### config.mk
export PLATFORM = sky130hd
export DESIGN_NAME = dhc_halt_regfile
export DESIGN_NICKNAME = d
export VERILOG_FILES = /design/src/rtl/dhc_pkg.sv /design/src/rtl/dhc_ctrl_bits.sv /design/src/rtl/dhc_sticky.sv /design/src/rtl/dhc_status_view.sv /design/src/rtl/dhc_halt_regfile.sv
export SDC_FILE = /design/constraint.sdc
export NUM_CORES = 1
export LEC_CHECK = 0
export ABC_AREA = 1
export ABC_CLOCK_PERIOD_IN_PS = 1000
export BUFFER_PORTS_ARGS = -buffer_cell sky130_fd_sc_hd__buf_2
export CAP_MARGIN = 20
export CORE_UTILIZATION = 32
export CTS_CLUSTER_DIAMETER = 100
export DETAILED_ROUTE_END_ITERATION = 8
export GPL_TIMING_DRIVEN = 1
export MAX_ROUTING_LAYER = met4
export PLACE_DENSITY = 0.78
export SLEW_MARGIN = 20
export SYNTH_ARGS = -nofsm -noshare
export SYNTH_HDL_FRONTEND = slang
export SYNTH_SLANG_ARGS = --single-unit
### constraint.sdc
create_clock -name clk -period 1 [get_ports clk]
set_input_delay 0.05 -clock clk [delete_from_list [all_inputs] [get_ports clk]]
set_output_delay 0.05 -clock clk [all_outputs]
set_load 0.05 [all_outputs]
### src/rtl/dhc_pkg.sv
package dhc_pkg;
  localparam int DATA_W   = 32;
  localparam int KEY_LSB  = 16;
  localparam int KEY_W    = 16;

  localparam int B_EN     = 0;
  localparam int B_HALT   = 1;
  localparam int B_STEP   = 2;
  localparam int B_MASK   = 3;
  localparam int B_RDY    = 16;
  localparam int B_HLTD   = 17;
  localparam int B_SLP    = 18;
  localparam int B_LOCK   = 19;
  localparam int B_RET    = 24;
  localparam int B_RST    = 25;

  localparam int N_STICKY = 2;
  localparam int S_RET    = 0;
  localparam int S_RST    = 1;

  typedef struct packed {
    logic mask;
    logic step;
    logic halt;
    logic en;
  } ctrl_t;
endpackage

### src/rtl/dhc_ctrl_bits.sv
module dhc_ctrl_bits
  import dhc_pkg::*;
#(
  parameter logic [KEY_W-1:0] KEY = 16'hA05F
) (
  input  logic              clk,
  input  logic              rst_n,
  input  logic              wr_hit,
  input  logic              from_dap,
  input  logic [DATA_W-1:0] wdata,
  output ctrl_t             ctrl_o
);
  ctrl_t ctrl_q, ctrl_d;
  logic  key_ok;
  logic  wr_ok;
  logic  mask_ok;
  logic  unused_wbits;

  assign key_ok       = (wdata[KEY_LSB +: KEY_W] == KEY);
  assign wr_ok        = wr_hit & key_ok;
  assign mask_ok      = wr_ok & ctrl_q.halt & wdata[B_HALT];
  assign unused_wbits = ^wdata[KEY_LSB-1:B_MASK+1];

  always_comb begin
    ctrl_d = ctrl_q;
    if (wr_ok) begin
      ctrl_d.en   = wdata[B_EN] & (ctrl_q.en | from_dap);
      ctrl_d.halt = wdata[B_HALT];
      ctrl_d.step = wdata[B_STEP];
    end
    if (mask_ok) begin
      ctrl_d.mask = wdata[B_MASK];
    end
  end

  always_ff @(posedge clk or negedge rst_n) begin
    if (!rst_n) ctrl_q <= '0;
    else        ctrl_q <= ctrl_d;
  end

  assign ctrl_o = ctrl_q;

  assert_key_gate_R1: assert property (@(posedge clk) disable iff (!rst_n)
    (wr_hit && (wdata[KEY_LSB +: KEY_W] != KEY)) |=> $stable(ctrl_q));

  assert_sw_no_enable_R3: assert property (@(posedge clk) disable iff (!rst_n)
    (!ctrl_q.en && !(wr_hit && from_dap)) |=> !ctrl_q.en);

  assert_mask_guard_R4: assert property (@(posedge clk) disable iff (!rst_n)
    !(wr_hit && key_ok && ctrl_q.halt && wdata[B_HALT]) |=> $stable(ctrl_q.mask));
endmodule

### src/rtl/dhc_sticky.sv
module dhc_sticky #(
  parameter int N = 2
) (
  input  logic         clk,
  input  logic         rst_n,
  input  logic [N-1:0] evt,
  input  logic         clr,
  output logic [N-1:0] flags
);
  for (genvar i = 0; i < N; i++) begin : g_flag
    logic q, d;
    always_comb d = evt[i] | (q & ~clr);
    always_ff @(posedge clk or negedge rst_n) begin
      if (!rst_n) q <= 1'b0;
      else        q <= d;
    end
    assign flags[i] = q;

    assert_sticky_hold_R5: assert property (@(posedge clk) disable iff (!rst_n)
      (q && !clr) |=> q);

    assert_event_wins_R6: assert property (@(posedge clk) disable iff (!rst_n)
      evt[i] |=> q);
  end
endmodule

### src/rtl/dhc_status_view.sv
module dhc_status_view
  import dhc_pkg::*;
(
  input  ctrl_t                ctrl,
  input  logic [N_STICKY-1:0]  flags,
  input  logic                 xfer_ready,
  input  logic                 core_halted,
  input  logic                 core_sleeping,
  input  logic                 core_lockup,
  output logic [DATA_W-1:0]    rdata
);
  always_comb begin
    rdata          = '0;
    rdata[B_EN]    = ctrl.en;
    rdata[B_HALT]  = ctrl.halt;
    rdata[B_STEP]  = ctrl.step;
    rdata[B_MASK]  = ctrl.mask;
    rdata[B_RDY]   = xfer_ready;
    rdata[B_HLTD]  = core_halted;
    rdata[B_SLP]   = core_sleeping;
    rdata[B_LOCK]  = core_lockup & ~core_halted;
    rdata[B_RET]   = flags[S_RET];
    rdata[B_RST]   = flags[S_RST];
  end
endmodule

### src/rtl/dhc_halt_regfile.sv
module dhc_halt_regfile
  import dhc_pkg::*;
#(
  parameter logic [15:0] KEY = 16'hA05F
) (
  input  logic        clk,
  input  logic        rst_n,
  input  logic        bus_sel,
  input  logic        bus_wr,
  input  logic        bus_rd,
  input  logic        bus_from_dap,
  input  logic [31:0] bus_wdata,
  output logic [31:0] bus_rdata,
  input  logic        xfer_ready,
  input  logic        core_halted,
  input  logic        core_sleeping,
  input  logic        core_lockup,
  input  logic        core_retired,
  input  logic        core_reset_evt,
  output logic        debug_en,
  output logic        halt_req,
  output logic        step_req,
  output logic        irq_mask
);
  ctrl_t               ctrl;
  logic [N_STICKY-1:0] flags;
  logic [N_STICKY-1:0] evts;
  logic                wr_hit;
  logic                rd_hit;

  assign wr_hit       = bus_sel & bus_wr;
  assign rd_hit       = bus_sel & bus_rd;
  assign evts[S_RET]  = core_retired;
  assign evts[S_RST]  = core_reset_evt;

  dhc_ctrl_bits #(.KEY(KEY)) ctrl_i (
    .clk      (clk),
    .rst_n    (rst_n),
    .wr_hit   (wr_hit),
    .from_dap (bus_from_dap),
    .wdata    (bus_wdata),
    .ctrl_o   (ctrl)
  );

  dhc_sticky #(.N(N_STICKY)) sticky_i (
    .clk   (clk),
    .rst_n (rst_n),
    .evt   (evts),
    .clr   (rd_hit),
    .flags (flags)
  );

  dhc_status_view view_i (
    .ctrl          (ctrl),
    .flags         (flags),
    .xfer_ready    (xfer_ready),
    .core_halted   (core_halted),
    .core_sleeping (core_sleeping),
    .core_lockup   (core_lockup),
    .rdata         (bus_rdata)
  );

  assign debug_en = ctrl.en;
  assign halt_req = ctrl.en & ctrl.halt;
  assign step_req = ctrl.en & ctrl.step;
  assign irq_mask = ctrl.en & ctrl.mask;

  assert_reset_clear_R9: assert property (@(posedge clk)
    !rst_n |=> (!debug_en && flags == '0));
endmodule

### After elaboration in Yosys (flattened, before gate mapping)

Cells that the tools add are included.

| operators by class | value |
|---|---|
| equal/unequal tests | 1 |
| bitwise operators | 17 |

Operators by type and width:

| kind | number |
|---|---|
| 16-bit == test, second input constant | 1 |
| 1-bit bitwise AND | 12 |
| 1-bit OR | 3 |
| 1-bit inverter | 2 |

| storage, ports and cells | value |
|---|---|
| register bits after elaboration | 6 |
| output and inout bits | 36 |

### Logic depth before layout (Yosys ltp)

Gate-level depths: netlist of the first run.

| depth | value |
|---|---|
| depth after elaboration | 4 |
| depth in mapped cells | 8 |

### Modules after synthesis

From an unflattened synthesis of the first run, not the netlist that was laid out.

| unflattened totals | value |
|---|---|
| cells, all modules | 112 |
| area total of the unflattened synthesis | 703.2 µm² |

By module, submodules not included:

| module | instances | cells an instance | area an instance (µm²) |
|---|---|---|---|
| dhc_ctrl_bits | 1 | 57 | 327.8 |
| dhc_status_view | 1 | 34 | 246.5 |
| dhc_sticky | 1 | 11 | 91.3 |
| dhc_halt_regfile | 1 | 10 | 37.5 |

### Least setup slack after synthesis of the first run

No wires, ideal clock.

| timing | value |
|---|---|
| path type | register to output |
| from | register ctrl_i.ctrl_q (netlist bit ctrl_i.ctrl_o[0]) |
| to | output halt_req |
| arrival | 1.100 ns |
| setup slack | -0.150 ns |
| cell stages (with the launch flop) | 3 |
| buffers on the path | 0 |
| path through | dfrtp_1 nand2_1 inv_1 |

| on the way | value |
|---|---|
| cells in the longest elaborated chain, start to end | 1 |

Ends and longest elaborated chain:

| what | line | source |
|---|---|---|
| start, declared | dhc_ctrl_bits.sv:13 | `ctrl_t ctrl_q, ctrl_d;` |
| start signal, assigned | dhc_ctrl_bits.sv:38 | `else ctrl_q <= ctrl_d;` |
| 1-bit bitwise AND | dhc_halt_regfile.sv:64 | `assign halt_req = ctrl.en & ctrl.halt;` |
| end, declared | dhc_halt_regfile.sv:21 | `output logic halt_req,` |

Every way passes these cells.

### Worst setup path after layout of the first run

| timing | value |
|---|---|
| from | register ctrl_i.ctrl_q (netlist bit ctrl_i.ctrl_o[0]) |
| to | output step_req |

| on the way | value |
|---|---|
| cells in the longest elaborated chain, start to end | 1 |

Ends and longest elaborated chain:

| what | line | source |
|---|---|---|
| 1-bit bitwise AND | dhc_halt_regfile.sv:65 | `assign step_req = ctrl.en & ctrl.step;` |
| end, declared | dhc_halt_regfile.sv:22 | `output logic step_req,` |

Every way passes these cells.

==> run metrics, run 1 <==
vias in the first global route=520; H-tree lvl count=1; R2R Setup Slk=180 ps; reg-to-reg endpoint=ctrl_i.ctrl_o[0]; Tot Pwr=between 0.8 and 0.9 mW; Hold Path Class=input port to flip-flop; DRC violations left=0; area grow syn2layout=29.66%; cell depth of the worst flop-to-flop path=2; global routing met1 resource utilization=between 10% and 20%; clk_skew=approximately 0.046 ps; Worst Path Max Fanout=7; Leakage=around 0.55 nW; layout cells sized above 1=roughly two fifths; Synth Flop Type=dfrtp_1; crit path cell chain=nand2_1 > inv_2 > buf_8; synth top area cells=buf_4, dfrtp_1, nand2_1; Worst Hold Endpoint=ctrl_i.ctrl_o[2]; Avg Cell Area, Syn=6.387 µm²; clock sink count=6; M3 GR Usage=6.415%; worst hold slack=9.655 ps; critical path arrival=960 ps; number of vias per cell=3.799; largest net degree at the start of global routing=8; final hold violations=0; most common cell in the netlist=buf_4; first-pass GRT wire length=1.863 mm; final WL=1.388 mm; total grt overflow=0; initial core utilization=between 30% and 40%; total die area=2283 µm²; max-cap violations=0; n_diodes=0; Die Wd=47.78 µm; CTS tree=done; DR WL/cell=7.977 µm; Largest stage delay, worst path=440 ps; FMAX=between 900 and 1000 MHz; Synth area leader=buf_4; CTS Root Cell=clkbuf_4; Commonest cells post-synth=buf_4, nand2_1, inv_1; worst hold path cell count=3; Worst VDD drop=0.0006525 V; RSZ-0062 raised after global routing=yes; WP data required=950 ps; crit start category=flip-flop; hold_sp=bus_wdata[2]; Critical Path End Type=primary output; clock-pin slew on the worst setup and hold paths=around 50 ps; first-pass detailed-route iteration total=4; fin nets=192; Placement Rows=16; GRT met2 Usage=18.38%; register area share after synthesis=22.39%; fin crit period=1012 ps; DR vias=661; Cell Pwr Density=969.2 nW/µm²; Tcrit/Tclk final=101.2%; Netlist cell types=14; routability cong.=0.6857; Total GRT Usage=about 12%; Slew Viols, Final=0; slowest CP cell=dfrtp_2; IO buf count=41; Final ANT Viol Nets=0; global route hottest layer=met2; Detail Placement HPWL=1.061 mm; async set-reset flop share out of synthesis=100.0%; # fillers=224; critical path class=flip-flop to primary output; fin cells=about 170; violated checks=negative setup slack; Skew-Pair Late Insertion Delay=240 ps; CTS buffer count=3; # IOs=80; top cell type's share of synthesized area=31.34%; antenna violations before repair=0; Cell Count Post-Placement=166; DR iter-0 viols=12; Critical R2R Launch=ctrl_i.ctrl_o[0]; final number of setup-violating endpoints=2; yosys warns=0; Netlist Area Pre-Place=670.6 µm²; Die H=around 48 µm; EDFF count, synth=0; worst-case clock buffer depth=2; setup ws final=-11.63 ps; Cells after Synth=105; Core ar.=1962 µm²; #FFs+latches synth=6; outcome=finished with violations
-- cells in the final DEF (no fill, tap or decap), types with 3 or more instances in the layout --
master         count
buf_2             38
nand2_1           27
conb_1            22
inv_1             16
nor2_1             9
nor2_2             4
dfrtp_2            4
nand4_1            3
clkbuf_4           3
dlygate4sd3_1      3
-- critical path: cells and delay by family, from the launching register on --
family        cells  cell delay, ps
flops             1             440
buf+inv           2             190
simple gates      1              90
-- where the power goes --
part           internal, mW  total [mW]  switching [mW]
combinational        0.0725       0.350           0.277
clock                 0.151       0.241          0.0901
sequential            0.249       0.252         0.00297
-- how the worst max path moves through the flow --
stage	slack, ps	to	start
floorplan	10	halt_req	ctrl_i.ctrl_o[0]
global placement	80	ctrl_i.ctrl_o[0]	bus_wdata[27]
detailed placement	70	ctrl_i.ctrl_o[0]	bus_wdata[27]
CTS	-10	halt_req	ctrl_i.ctrl_o[0]
global route	-50	step_req	ctrl_i.ctrl_o[0]
finish	-10	step_req	ctrl_i.ctrl_o[0]
-- metrics by stage --
stage	util [%]	worst slack, ps	cell area [µm²]	TNS [ps]
2_1_floorplan	-	11.81	754.5	0
3_3_place_gp	39.92	81.64	783.3	0
3_5_place_dp	39.92	74.22	783.3	0
4_1_cts	43.75	-14.43	858.3	-14.43
5_1_grt	44.32	-50.86	869.6	-190.7
6_report	44.32	-11.63	869.6	-22.88
-- state kept, by name, summed over array words and instances (netlist names) --
name	cells
sticky_i.g_flag.q	2
ctrl_i.ctrl_o	4
-- layer usage --
metal	part of all wire, %	wire length [µm]	up-vias
met5	0	0	-
met4	2.1	29	0
met3	8.1	113	4
met2	54	744	32
met1	36	500	278
li1	-	-	347
-- timing repair --
action,4_1_cts,5_1_grt
pin swaps,1,0
hold buffers,3,0
resized for setup,6,3
setup buffers,0,1
endpoints found under the setup margin,3,6
hold endpoints to repair,8,0
cloned,0,0
-- area by class of cell --
class / count / area, µm² / area share, %
inverters: 18 / 67.56 / 7.770
well taps: 27 / 33.78 / 3.885
multi-input cells: 74 / 321.6 / 36.98
flip-flops and latches: 6 / 155.1 / 17.84
clock buffers: 4 / 26.28 / 3.022
repair buffers: 45 / 265.3 / 30.50
-- cell families after synthesis --
group                  share of synthesized area, %
AO/OA/AOI/OAI                                 4.851
buffers and inverters                         41.42
flip-flops                                    22.39
other                                        0.5592
AND/OR/NAND/NOR                               30.78
Note: power is estimated with default switching activity, not from simulation.
==> inputs of run 2 (changes only) <==
--- a/config.mk
+++ b/config.mk
@@ -9,6 +9,7 @@
 export ABC_CLOCK_PERIOD_IN_PS = 1000
 export BUFFER_PORTS_ARGS = -buffer_cell sky130_fd_sc_hd__buf_2
 export CAP_MARGIN = 20
+export CORE_ASPECT_RATIO = 0.7
 export CORE_UTILIZATION = 32
 export CTS_CLUSTER_DIAMETER = 100
 export DETAILED_ROUTE_END_ITERATION = 8
==> run 2 against run 1 <==
Clock power increased by 13%. Highest routed layer unchanged. Hold slack worse by 15 ps. Sequential cell count unchanged. Fmax fell by 1.1%. Via count grew 0.76%. Combinational power hardly changed. Setup slack worse by 12 ps. The run ends with design-rule violations, negative hold slack, negative setup slack left. Critical path depth did not move.
==> run metrics, run 2 (synthesis gave the netlist of run 1 again) <==
Die Wd=between 50 and 60 µm; most frequent cells in the layout=buf_2, nand2_1, conb_1, inv_1, nor2_1; Cell Count Post-Placement=161; clk_skew=0.2987 ps; clock-pin slew on the worst setup and hold paths=50 ps; Leakage=between 0.5 and 0.6 nW; Final ANT Viol Nets=0; Core ar.=1919 µm²; total grt overflow=0; RSZ-0062 raised after global routing=yes; first-pass detailed-route iteration total=6; Placement Rows=13; Tcrit/Tclk final=102.3%; worst-case clock buffer depth=2; DR WL/cell=9.606 µm; met1 WL=641 µm; NetSw=0.4014 mW; met2 wire length=approximately 860 µm; max-cap violations=0; number of vias per cell=3.918; violated checks=design-rule violations, negative hold slack, negative setup slack; Area after DPL=777.0 µm²; WP data required=950 ps; DR iter-0 viols=19; commonest non-fill, non-tap cell in the layout=buf_2; Seq pwr share=28.7%; Hold Path Class=input port to flip-flop; number of flip-flops in the largest register=4; antenna violations before repair=0; CTS buffer count=3; vias in the first global route=607; fin crit period=1023 ps; FMAX=977.1 MHz; Total GRT Usage=15.33%; sw frac=a little under half; final hold violations=1; # IOs=80; H-tree lvl count=1; routability cong.=0.6504; setup ws final=-23.40 ps; CTS tree=done; fin cells=170; cell area after layout=just under 900 µm²; IO buf count=41; Worst VDD drop=0.0004448 V; largest net degree at the start of global routing=7; Worst Path Max Fanout=6; Clk pwr share=31.1%; register area=roughly 160 µm²; clock sink count=6; met3 WL=between 100 and 150 µm; Multi-input gate area=321.6 µm²; Cell Pwr Density=1007 nW/µm²; top sig layer=met4; fin nets=193; Detail Placement HPWL=1.248 mm; area grow syn2layout=29.66%; Comb pwr share=40.2%; layout cells sized above 1=approximately 38%; final number of setup-violating endpoints=5; Critical Path End Type=primary output; Die H=40.30 µm; critical path class=flip-flop to primary output; Slew Viols, Final=0; initial core utilization=34.94%; worst hold slack=-5.700 ps; Skew-Pair Late Insertion Delay=about 260 ps; final WL=1.633 mm; n_diodes=0; CTS Root Cell=clkbuf_4; internal power=around 0.47 mW; # fillers=205; crit start category=flip-flop; outcome=finished with violations; first-pass GRT wire length=2.428 mm; total die area=2286 µm²; DR vias=around 670; critical path arrival=970 ps; DRC violations left=8
## run 2: changes by cell type in the layout (fill, tap and decap cells not counted)
cell      change
clkbuf_4      +1
buf_8         -1
buf_2         -1
inv_2         -2
inv_1         +2
buf_4         +1
buf_6         +1
## run 2: power groups by stage
stage	Combinational [mW]	Clock, mW	Sequential (mW)
2_1_floorplan	0.357	0	0.255
4_1_cts	0.348	0.255	0.251
6_report	0.352	0.273	0.251
3_3_place_gp	0.334	0	0.255
5_1_grt	0.374	0.291	0.251
3_5_place_dp	0.339	0	0.255
## run 2: worst paths after layout
kind                       slack [ps]  cells past startpoint                  from              endpoint
max                               -20                      3      ctrl_i.ctrl_o[0]              step_req
min                                -6                      3          bus_wdata[2]      ctrl_i.ctrl_o[2]
max reg2reg                        40                      3      ctrl_i.ctrl_o[0]      ctrl_i.ctrl_o[0]
min reg2reg                       490                      1  sticky_i.g_flag[1].q  sticky_i.g_flag[1].q
max in group asynchronous         670                      2                 rst_n      ctrl_i.ctrl_o[0]
min in group asynchronous         160                      2                 rst_n      ctrl_i.ctrl_o[2]
## run 2: layout make-up
type / count / share of cell area [%]
sequential: 6 / 17.84
clock buffer: 4 / 3.022
inverter: 18 / 7.770
multi-input combinational: 74 / 36.98
tap: 22 / 3.165
timing repair buffer: 46 / 31.22
## run 2: what timing repair did
| item | in CTS | in global routing |
|---|---|---|
| cloned | 0 | 0 |
| gates resized for setup | 6 | 1 |
| endpoints found under the setup margin | 3 | 7 |
| buffers inserted | 2 | 0 |
| endpoints found under the hold margin | 8 | 0 |
| hold buffers | 3 | 0 |
## run 2: layer usage
layer,global-route usage (%),up-vias
met5,-,-
met3,5.161,4
met2,29.76,30
met1,14.86,285
met4,6.250,0
li1,-,347
## run 2: stage by stage
stage | setup TNS (ps) | worst slack, ps | util (%) | total power, mW
after CTS | -1.415 | -1.415 | 45.18 | 0.8546
after global placement | 0 | 90.49 | 40.48 | 0.5887
after global routing | -181.9 | -46.85 | 45.31 | 0.9160
final | -61.17 | -23.40 | 45.31 | 0.8754
after floorplan | 0 | 11.81 | - | 0.6113
after detailed placement | 0 | 76.14 | 40.48 | 0.5934
## run 2: critical path, cell delays in order, from the launching register on
cell and delay (ps):
dfrtp_2 440, nand2_1 80, inv_1 50, buf_6 140
==> inputs of run 3 (changes only) <==
--- a/config.mk
+++ b/config.mk
@@ -6,16 +6,16 @@
 export NUM_CORES = 1
 export LEC_CHECK = 0
 export ABC_AREA = 1
-export ABC_CLOCK_PERIOD_IN_PS = 1000
+export ABC_CLOCK_PERIOD_IN_PS = 1300
 export BUFFER_PORTS_ARGS = -buffer_cell sky130_fd_sc_hd__buf_2
 export CAP_MARGIN = 20
 export CORE_ASPECT_RATIO = 0.7
-export CORE_UTILIZATION = 32
+export CORE_UTILIZATION = 35
 export CTS_CLUSTER_DIAMETER = 100
 export DETAILED_ROUTE_END_ITERATION = 8
 export GPL_TIMING_DRIVEN = 1
 export MAX_ROUTING_LAYER = met4
-export PLACE_DENSITY = 0.78
+export PLACE_DENSITY = 0.85
 export SLEW_MARGIN = 20
 export SYNTH_ARGS = -nofsm -noshare
 export SYNTH_HDL_FRONTEND = slang
==> constraint.sdc (replaced) <==
create_clock -name clk -period 1.3 [get_ports clk]
set_input_delay 0.065 -clock clk [delete_from_list [all_inputs] [get_ports clk]]
set_output_delay 0.065 -clock clk [all_outputs]
set_load 0.05 [all_outputs]
==> run 3 against run 2 <==
The run now ends clean. Design area decreased by 5.3%. Hold slack improved by 22 ps. Via count decreased by 0.75%. Largest power group unchanged. Largest cell class unchanged. Register-to-register slack improved by 390 ps. Global-route usage increased by 2.1 points. Routed wire length decreased by 6.9%.
==> run metrics, run 3 (synthesis gave the netlist of run 1 again) <==
outcome=complete, no violations; first-pass GRT wire length=around 2.4 mm; cell area after layout=823.3 µm²; Die Wd=54.32 µm; Area after DPL=770.7 µm²; Comb pwr share=42.0%; routability cong.=approximately 0.74; Final ANT Viol Nets=0; DR WL/cell=9.163 µm; Total GRT Usage=17.41%; sw frac=45.15%; Worst VDD drop=0.0005168 V; total die area=2098 µm²; CTS buffer count=3; register area=150.1 µm²; n_diodes=0; internal power=0.3520 mW; Skew-Pair Late Insertion Delay=250 ps; Placement Rows=12; # fillers=about 180; DR vias=661; number of flip-flops in the largest register=4; RSZ-0062 raised after global routing=no; clock sink count=6; Tcrit/Tclk final=88.98%; Clk pwr share=~28%; fin nets=approximately 190; Leakage=0.5521 nW; FMAX=864.5 MHz; final number of setup-violating endpoints=0; DR iter-0 viols=9; WP data required=1240 ps; Die H=a little under 40 µm; number of vias per cell=3.982; initial core utilization=39.88%; final WL=roughly 1.5 mm; clk_skew=about 0.046 ps; fin cells=166; total grt overflow=0; Resized Gates After CTS=0; NetSw=0.2898 mW; worst hold slack=15.94 ps; largest net degree at the start of global routing=8; first-pass detailed-route iteration total=4; fin util=48.96%; setup TNS=0 ps; critical path class=flip-flop to primary output; max-cap violations=0; Multi-input gate area=321.6 µm²; DRC violations left=0; Seq pwr share=30.1%; commonest non-fill, non-tap cell in the layout=buf_2; Cell Pwr Density=about 780 nW/µm²; IO buf count=a little over 40; CTS Root Cell=clkbuf_4; Detail Placement HPWL=1.254 mm; Core ar.=~1700 µm²; final hold violations=0; clock-pin slew on the worst setup and hold paths=50 ps; Hold Path Class=input port to flip-flop; area grow syn2layout=22.76%; Critical Path End Type=primary output; Worst Path Max Fanout=7; Tot Pwr=roughly 0.64 mW; critical path arrival=between 1000 and 1500 ps; layout cells sized above 1=34.48%; setup ws final=143.2 ps; H-tree lvl count=1; Slew Viols, Final=0; # IOs=80; fin crit period=1157 ps; antenna violations before repair=0; Place WS=349.0 ps; crit start category=flip-flop; Cell Count Post-Placement=between 150 and 200; most frequent cells in the layout=buf_2, nand2_1, conb_1, inv_1, nor2_1; vias in the first global route=652; worst-case clock buffer depth=2; CTS tree=done
-- run 3: cell count changes in the layout (fill, tap and decap cells not counted) --
| cell | delta |
|---|---|
| buf_2 | +4 |
| buf_4 | -2 |
| buf_6 | -3 |
| clkbuf_1 | -1 |
| clkbuf_4 | -1 |
| dfrtp_1 | +4 |
| dfrtp_2 | -4 |
-- run 3: worst paths after layout --
path	from	slack (ps)	cells after the start	end
max	ctrl_i.ctrl_o[0]	140	3	halt_req
min	bus_wdata[2]	20	3	ctrl_i.ctrl_o[2]
max reg2reg	ctrl_i.ctrl_o[0]	430	2	ctrl_i.ctrl_o[0]
min reg2reg	sticky_i.g_flag[1].q	480	1	sticky_i.g_flag[1].q
max in group asynchronous	rst_n	950	2	sticky_i.g_flag[0].q
min in group asynchronous	rst_n	210	2	ctrl_i.ctrl_o[1]
-- run 3: worst max-delay path, cell delays in order, from the launching register on --
cell and delay, ps:
dfrtp_1 450, nand2_1 80, inv_1 60, buf_2 250
-- run 3: layout make-up --
cell class	count	area share, %
Timing Repair Buffer	44	28.57
Multi-Input combinational cell	74	39.06
Inverter	18	8.207
Tap cell	21	3.191
Clock buffer	3	2.736
Sequential cell	6	18.24
-- run 3: per-layer routing --
metal  GRT usage (%)  up-vias  part of all wire (%)
met5               -        -                     0
met4           8.333        0                   1.3
met3           6.667        4                   8.0
met2           33.23       32                    54
met1           14.96      285                    36
li1                -      340                     -
-- run 3: power groups by stage --
stage	combinational (mW)	sequential (mW)	clock, mW
floorplan	0.274	0.196	0
global placement	0.256	0.196	0
detailed placement	0.261	0.196	0
CTS	0.268	0.194	0.180
global route	0.291	0.194	0.194
finish	0.270	0.194	0.178
-- run 3: what timing repair did --
item / in CTS / in global routing
hold buffers: 3 / 0
setup endpoints to repair: 0 / 0
setup buffers: 0 / 0
endpoints found under the hold margin: 8 / 0
